**src/rtl/rtc_upd_pkg.sv**
```systemverilog
package rtc_upd_pkg;
  localparam int BYTE_W    = 8;
  localparam int IDX_W     = 4;
  localparam int NUM_TIME  = 7;
  localparam int NUM_ALARM = 3;
  localparam int TIME_W    = NUM_TIME * BYTE_W;

  localparam logic [IDX_W-1:0] IDX_ALM0  = 4'd8;
  localparam logic [IDX_W-1:0] IDX_CTL_A = 4'd12;
  localparam logic [IDX_W-1:0] IDX_CTL_B = 4'd13;
  localparam logic [IDX_W-1:0] IDX_CTL_C = 4'd14;
  localparam logic [IDX_W-1:0] IDX_CTL_D = 4'd15;

  localparam int B_SET_BIT = 7;
  localparam int B_AIE_BIT = 5;
  localparam int B_UIE_BIT = 4;

  localparam logic [2:0]        DIV_RUN   = 3'b010;
  localparam logic [BYTE_W-1:0] A_RST     = 8'h26;
  localparam logic [BYTE_W-1:0] B_RST     = 8'h00;
  localparam logic [BYTE_W-1:0] D_VALUE   = 8'h80;
  localparam logic [BYTE_W-1:0] FLAG_ALM  = 8'hA0;
  localparam logic [BYTE_W-1:0] FLAG_UEND = 8'h90;

  typedef enum logic [1:0] {ST_IDLE, ST_INC, ST_HOLD} upd_state_e;
endpackage

```
**src/rtl/rtc_upd_seq.sv**
```systemverilog
module rtc_upd_seq
  import rtc_upd_pkg::*;
#(
  parameter int WINDOW_CYCLES = 990
) (
  input  logic clk,
  input  logic rst_n,
  input  logic tick,
  input  logic run_ok,
  input  logic cal_ready,
  output logic cal_valid,
  output logic upd_start,
  output logic upd_done
);
  localparam int CNT_W = $clog2(WINDOW_CYCLES + 1);
  localparam logic [CNT_W-1:0] LAST = CNT_W'(WINDOW_CYCLES - 1);

  upd_state_e       state;
  logic [CNT_W-1:0] cnt;

  assign upd_start = (state == ST_IDLE) && tick && run_ok;
  assign cal_valid = (state == ST_INC);
  assign upd_done  = (state == ST_HOLD) && (cnt >= LAST);

  always_ff @(posedge clk) begin
    if (!rst_n) begin
      state <= ST_IDLE;
      cnt   <= '0;
    end else begin
      case (state)
        ST_IDLE: if (upd_start) begin
          state <= ST_INC;
          cnt   <= '0;
        end
        ST_INC: begin
          if (cnt < LAST) cnt <= cnt + 1'b1;
          if (cal_ready) state <= ST_HOLD;
        end
        ST_HOLD: begin
          if (upd_done) state <= ST_IDLE;
          else          cnt   <= cnt + 1'b1;
        end
        default: state <= ST_IDLE;
      endcase
    end
  end
endmodule

```
**src/rtl/rtc_alarm_match.sv**
```systemverilog
module rtc_alarm_match
  import rtc_upd_pkg::*;
#(
  parameter int FIELDS = NUM_ALARM
) (
  input  logic [FIELDS*BYTE_W-1:0] alarm_bytes,
  input  logic [FIELDS*BYTE_W-1:0] time_bytes,
  output logic                     hit
);
  logic [FIELDS-1:0] field_ok;

  for (genvar g = 0; g < FIELDS; g++) begin : g_field
    logic [BYTE_W-1:0] al, tm;
    assign al = alarm_bytes[g*BYTE_W +: BYTE_W];
    assign tm = time_bytes[g*BYTE_W +: BYTE_W];
    assign field_ok[g] = (al[BYTE_W-1 -: 2] == 2'b11) || (al == tm);
  end

  assign hit = &field_ok;
endmodule

```
**src/rtl/rtc_upd_ctrl.sv**
```systemverilog
module rtc_upd_ctrl
  import rtc_upd_pkg::*;
#(
  parameter int WINDOW_CYCLES = 990
) (
  input  logic              clk,
  input  logic              rst_n,
  input  logic              sec_tick,
  input  logic              reg_wr,
  input  logic              reg_rd,
  input  logic [IDX_W-1:0]  reg_idx,
  input  logic [BYTE_W-1:0] reg_wdata,
  output logic [BYTE_W-1:0] reg_rdata,
  output logic              irq,
  output logic              cal_inc_valid,
  input  logic              cal_inc_ready,
  output logic [TIME_W-1:0] cal_cur_time,
  input  logic [TIME_W-1:0] cal_next_time
);
  logic [BYTE_W-1:0] vis [NUM_TIME];
  logic [BYTE_W-1:0] alm [NUM_ALARM];
  logic [TIME_W-1:0] shadow;
  logic [6:0]        a_low;
  logic              uip;
  logic [BYTE_W-1:0] ctl_b, ctl_c;

  logic upd_start, upd_done, alarm_hit, run_ok, set_mode;
  logic wr_time, wr_a, wr_b, rd_c;
  logic [TIME_W-1:0] vis_merged;
  logic [NUM_ALARM*BYTE_W-1:0] alm_packed;
  logic [BYTE_W-1:0] c_next;

  assign set_mode = ctl_b[B_SET_BIT];
  assign run_ok   = (a_low[6:4] == DIV_RUN);
  assign wr_time  = reg_wr && (reg_idx < IDX_W'(NUM_TIME));
  assign wr_a     = reg_wr && (reg_idx == IDX_CTL_A);
  assign wr_b     = reg_wr && (reg_idx == IDX_CTL_B);
  assign rd_c     = reg_rd && (reg_idx == IDX_CTL_C);

  for (genvar t = 0; t < NUM_TIME; t++) begin : g_merge
    assign vis_merged[t*BYTE_W +: BYTE_W] =
      (wr_time && reg_idx == IDX_W'(t)) ? reg_wdata : vis[t];
  end
  for (genvar a = 0; a < NUM_ALARM; a++) begin : g_apack
    assign alm_packed[a*BYTE_W +: BYTE_W] = alm[a];
  end

  rtc_upd_seq #(.WINDOW_CYCLES(WINDOW_CYCLES)) u_seq (
    .clk       (clk),
    .rst_n     (rst_n),
    .tick      (sec_tick),
    .run_ok    (run_ok),
    .cal_ready (cal_inc_ready),
    .cal_valid (cal_inc_valid),
    .upd_start (upd_start),
    .upd_done  (upd_done)
  );

  rtc_alarm_match #(.FIELDS(NUM_ALARM)) u_alarm (
    .alarm_bytes (alm_packed),
    .time_bytes  (shadow[NUM_ALARM*BYTE_W-1:0]),
    .hit         (alarm_hit)
  );

  always_comb begin
    c_next = rd_c ? '0 : ctl_c;
    if (upd_done) begin
      if (ctl_b[B_AIE_BIT] && alarm_hit) c_next = c_next | FLAG_ALM;
      if (ctl_b[B_UIE_BIT])              c_next = c_next | FLAG_UEND;
    end
  end

  always_ff @(posedge clk) begin
    if (!rst_n) begin
      for (int i = 0; i < NUM_TIME; i++) vis[i] <= '0;
      for (int i = 0; i < NUM_ALARM; i++) alm[i] <= '0;
      shadow <= '0;
      a_low  <= A_RST[6:0];
      uip    <= A_RST[7];
      ctl_b  <= B_RST;
      ctl_c  <= '0;
    end else begin
      for (int i = 0; i < NUM_TIME; i++) begin
        if (wr_time && reg_idx == IDX_W'(i))
          vis[i] <= reg_wdata;
        else if (upd_done && !set_mode)
          vis[i] <= shadow[i*BYTE_W +: BYTE_W];
      end
      for (int i = 0; i < NUM_ALARM; i++)
        if (reg_wr && reg_idx == IDX_ALM0 + IDX_W'(i)) alm[i] <= reg_wdata;

      if ((wr_time && !set_mode) || (wr_b && !reg_wdata[B_SET_BIT] && set_mode))
        shadow <= vis_merged;
      else if (cal_inc_valid && cal_inc_ready)
        shadow <= cal_next_time;

      if (wr_a) a_low <= reg_wdata[6:0];

      if (upd_done || (wr_b && reg_wdata[B_SET_BIT]))
        uip <= 1'b0;
      else if (upd_start && !set_mode)
        uip <= 1'b1;

      if (wr_b) begin
        ctl_b <= reg_wdata;
        if (reg_wdata[B_SET_BIT]) ctl_b[B_UIE_BIT] <= 1'b0;
      end

      ctl_c <= c_next;
    end
  end

  assign irq          = ctl_c[7];
  assign cal_cur_time = shadow;

  always_comb begin
    reg_rdata = '0;
    if (reg_idx < IDX_W'(NUM_TIME)) reg_rdata = vis[reg_idx[2:0]];
    else if (reg_idx >= IDX_ALM0 && reg_idx < IDX_ALM0 + IDX_W'(NUM_ALARM))
      reg_rdata = alm[reg_idx - IDX_ALM0];
    else begin
      case (reg_idx)
        IDX_CTL_A: reg_rdata = {uip, a_low};
        IDX_CTL_B: reg_rdata = ctl_b;
        IDX_CTL_C: reg_rdata = ctl_c;
        IDX_CTL_D: reg_rdata = D_VALUE;
        default:   reg_rdata = '0;
      endcase
    end
  end
endmodule

```
**config.mk**
```make
export PLATFORM = sky130hd
export DESIGN_NAME = rtc_upd_ctrl
export DESIGN_NICKNAME = d
export VERILOG_FILES = /design/src/rtl/rtc_upd_pkg.sv /design/src/rtl/rtc_upd_seq.sv /design/src/rtl/rtc_alarm_match.sv /design/src/rtl/rtc_upd_ctrl.sv
export SDC_FILE = /design/constraint.sdc
export NUM_CORES = 1
export LEC_CHECK = 0
export BUFFER_PORTS_ARGS = -buffer_cell sky130_fd_sc_hd__buf_2
export CORE_ASPECT_RATIO = 1.5
export CORE_MARGIN = 4
export CORE_UTILIZATION = 55
export DETAILED_ROUTE_END_ITERATION = 6
export PLACE_DENSITY = 0.8
export SYNTH_ARGS = -nofsm -noshare
export SYNTH_HDL_FRONTEND = slang
export SYNTH_HIERARCHICAL = 1
export SYNTH_SLANG_ARGS = --single-unit
```
**constraint.sdc**
```tcl
create_clock -name clk -period 2.6 [get_ports clk]
set_input_delay 0.52 -clock clk [delete_from_list [all_inputs] [get_ports clk]]
set_output_delay 0.52 -clock clk [all_outputs]
set_load 0.005 [all_outputs]
```
==> flow_summary.yaml <==
status:
  status: "completed"
finish:
  mostFrequentLayoutCells: "buf_2 (138), o21ai_0 (124), dfxtp_1 (87)"
  drive_gt1_frac: 0.288
  layout.nets: 1118
  final_common_cell: "buf_2"
  areaGrowthSynthToFinish_pct: 15.4
  fin_cells: 1259
  diodes: 0
grt:
  antenna_found_initial: 1
  grtUsageTotal: 0.298
  grt_max_degree: 57
  grt_pass1_wl_um: 43300
  grt_overflow: 0
  grt_pass1_vias: 7773
logic_synthesis:
  synth.cell_area_um2: 9410
  seq_area_frac_synth: 0.441
  synth_nets: 997
  syn_avg_cell_area_um2: 10.3
  ys_async_sr_fraction: 0
  synthCells: 915
  synth-main-ff-cell: "dfxtp_1"
  synth_edf_count: 80
  synth_seq_cells: 167
  synth_warnings: 6
  synth_cell_types: 71
sta:
  period_minus_slack_ps: 2560
  fin_tns_setup_ps: 0
  rsz0062_at_grt: "no"
  hold_viol: 0
  setup-violations-final: 0
  skew_ps: 11.7
  slew_violations: 0
  tightest_slew_ps: 549
  fin_crit_sh: 0.984
  max-slew-margin-rel: 0.633
  fmax_mhz: 391
cts:
  clock_latency_ps: 430
  ctsHoldBuffers: 0
  cts_tree: "built"
  cts.path.max_buffers: 2
  root_buffer: "clkbuf_16"
  clock_sinks: 167
  cts_buffers: 17
  cts_max_level: 4
  clk_pin_slew_ps: 60
floorplan:
  start_util: 0.561
  die-area_um2: 19300
  core_area_um2: 16800
  rows: 58
  die_y_um: 168
  fp.dieW_um: 115
  ios: 140
routing:
  drtPass1Iterations: 6
  drc: 0
  drt-total-wl_um: 29100
  drtIter0Drc: 900
  vias: 8189
  wl_per_cell_um: 23.1
  drtAntennaViolNets: 0
  via_per_inst: 6.50
critical_path:
  crit_path_start: "vis[2][4]$_SDFFCE_PN0P_"
  cp.required_ps: 2080
  r2r-start: "u_seq/cnt[0]$_SDFFE_PN0P_"
  cp_slowest_cell: "mux4_2"
  cp-endpoint: "reg_rdata[4]"
  crit_chain: "mux4_2 -> o21ai_0 -> a21oi_1 -> buf_2"
  slowest_delay_ps: 490
  ff2ff_setup_slack_ps: 190
  reg2reg_depth: 9
  path_max_fanout: 2
  critPathLaunchType: "flop"
  critPathKind: "reg -> out"
  cp.arrival_ps: 2040
  endpoint_kind: "primary output"
  r2r-end: "vis[0][7]$_SDFFCE_PN0P_"
power_and_ir_drop:
  vdd_ir_drop_max_mv: 0.542
  p_leak_uw: 0.00454
  powerDensity_nw_per_um2: 673
hold_path:
  min-delay-path-class: "in -> reg"
placed_design:
  placed_cells: 1227
  io_buffers: 139
  place.gp.congestion: 1.07
  hpwl_um: 21200
flow_run:
  maxCapViolCount: 0
report_power, final:
part,switching [µW],internal (µW),total (µW)
registers,272,2990,3260
clock network,1040,1430,2470
logic,842,729,1570
cell type report:
class | count | area (µm²)
clock inverter | 9 | 88.8
sequential | 167 | 4140
fill | 1317 | 5910
clock buffer | 23 | 489
timing repair buffer | 179 | 1030
inverter | 12 | 45.0
tap | 210 | 263
multi-input combinational | 659 | 4800
metal layers:
metal	track usage	wire (µm)	vias to the layer above
li1	-	-	3686
met4	0.200	2120	2
met1	0.346	10100	3793
met5	0	13	-
met3	0.0561	2910	147
met2	0.492	14000	561
cells in the mapped netlist, types with 9 or more instances:
master | n | area share
mux2i_1 | 81 | 0.086
edfxtp_1 | 80 | 0.26
dfxtp_1 | 87 | 0.19
nor4_1 | 10 | 0.0067
mux2_2 | 62 | 0.074
nand2_1 | 56 | 0.022
a22oi_1 | 10 | 0.0080
inv_1 | 10 | 0.0040
buf_6 | 11 | 0.013
nand3_1 | 60 | 0.032
and2_1 | 9 | 0.0060
o21ai_0 | 124 | 0.066
buf_4 | 10 | 0.0080
nor2b_1 | 15 | 0.010
o221ai_1 | 12 | 0.011
a21oi_1 | 65 | 0.035
clkbuf_1 | 32 | 0.013
buf_2 | 21 | 0.011
xor2_1 | 24 | 0.022
critical path: cells and delay by family (launching register included):
kind	cells	cell delay, ps
multiplexers	1	490
AO/OA/AOI/OAI	2	490
flip-flops	1	480
buffers and inverters	1	150
worst min path at each step:
stage | to | depth (start not counted) | startpoint
floorplan | a_low[0]$_SDFFE_PN0P_ | 2 | a_low[0]$_SDFFE_PN0P_
global placement | a_low[3]$_SDFFE_PN0P_ | 2 | a_low[3]$_SDFFE_PN0P_
detailed placement | a_low[3]$_SDFFE_PN0P_ | 2 | a_low[3]$_SDFFE_PN0P_
CTS | u_seq/state[1]$_SDFFE_PN0P_ | 3 | cal_inc_ready
global route | u_seq/state[0]$_SDFFE_PN0P_ | 3 | cal_inc_ready
finish | u_seq/state[1]$_SDFFE_PN0P_ | 3 | cal_inc_ready
kinds of logic after synthesis:
group           Yosys count  synth area share
compound gates          275             0.174
simple gates            200             0.120
flops                   167             0.441
mux                     152             0.181
buf+inv                  89            0.0513
xor+xnor                 24            0.0223
fa+ha+maj                 8            0.0106
through the flow:
| step | power (µW) | cell area (µm²) | util | hold WS (ps) | worst slack, ps |
|---|---|---|---|---|---|
| 2_1_floorplan | 4260 | 9410 | - | 434 | 377 |
| 3_3_place_gp | 4800 | 10300 | 0.612 | 441 | 45.7 |
| 3_5_place_dp | 4840 | 10300 | 0.612 | 448 | 35.7 |
| 4_1_cts | 7280 | 10800 | 0.647 | 424 | 42.6 |
| 5_1_grt | 7590 | 10900 | 0.647 | 476 | 23.1 |
| 6_report | 7300 | 10900 | 0.647 | 446 | 41.9 |
state kept, by name (all words and copies together) (netlist names):
signal,flops
vis,56
u_seq/state,2
u_seq/cnt,10
uip,1
alm,24
ctl_c,3
ctl_b,8
cal_cur_time,56
a_low,7
what timing repair did:
action,CTS,global route
endpoints found under the hold margin,0,0
endpoints found under the setup margin,0,65
resized for setup,0,4
buffers inserted,0,0
No activity file was read; power rests on OpenSTA's default activity.
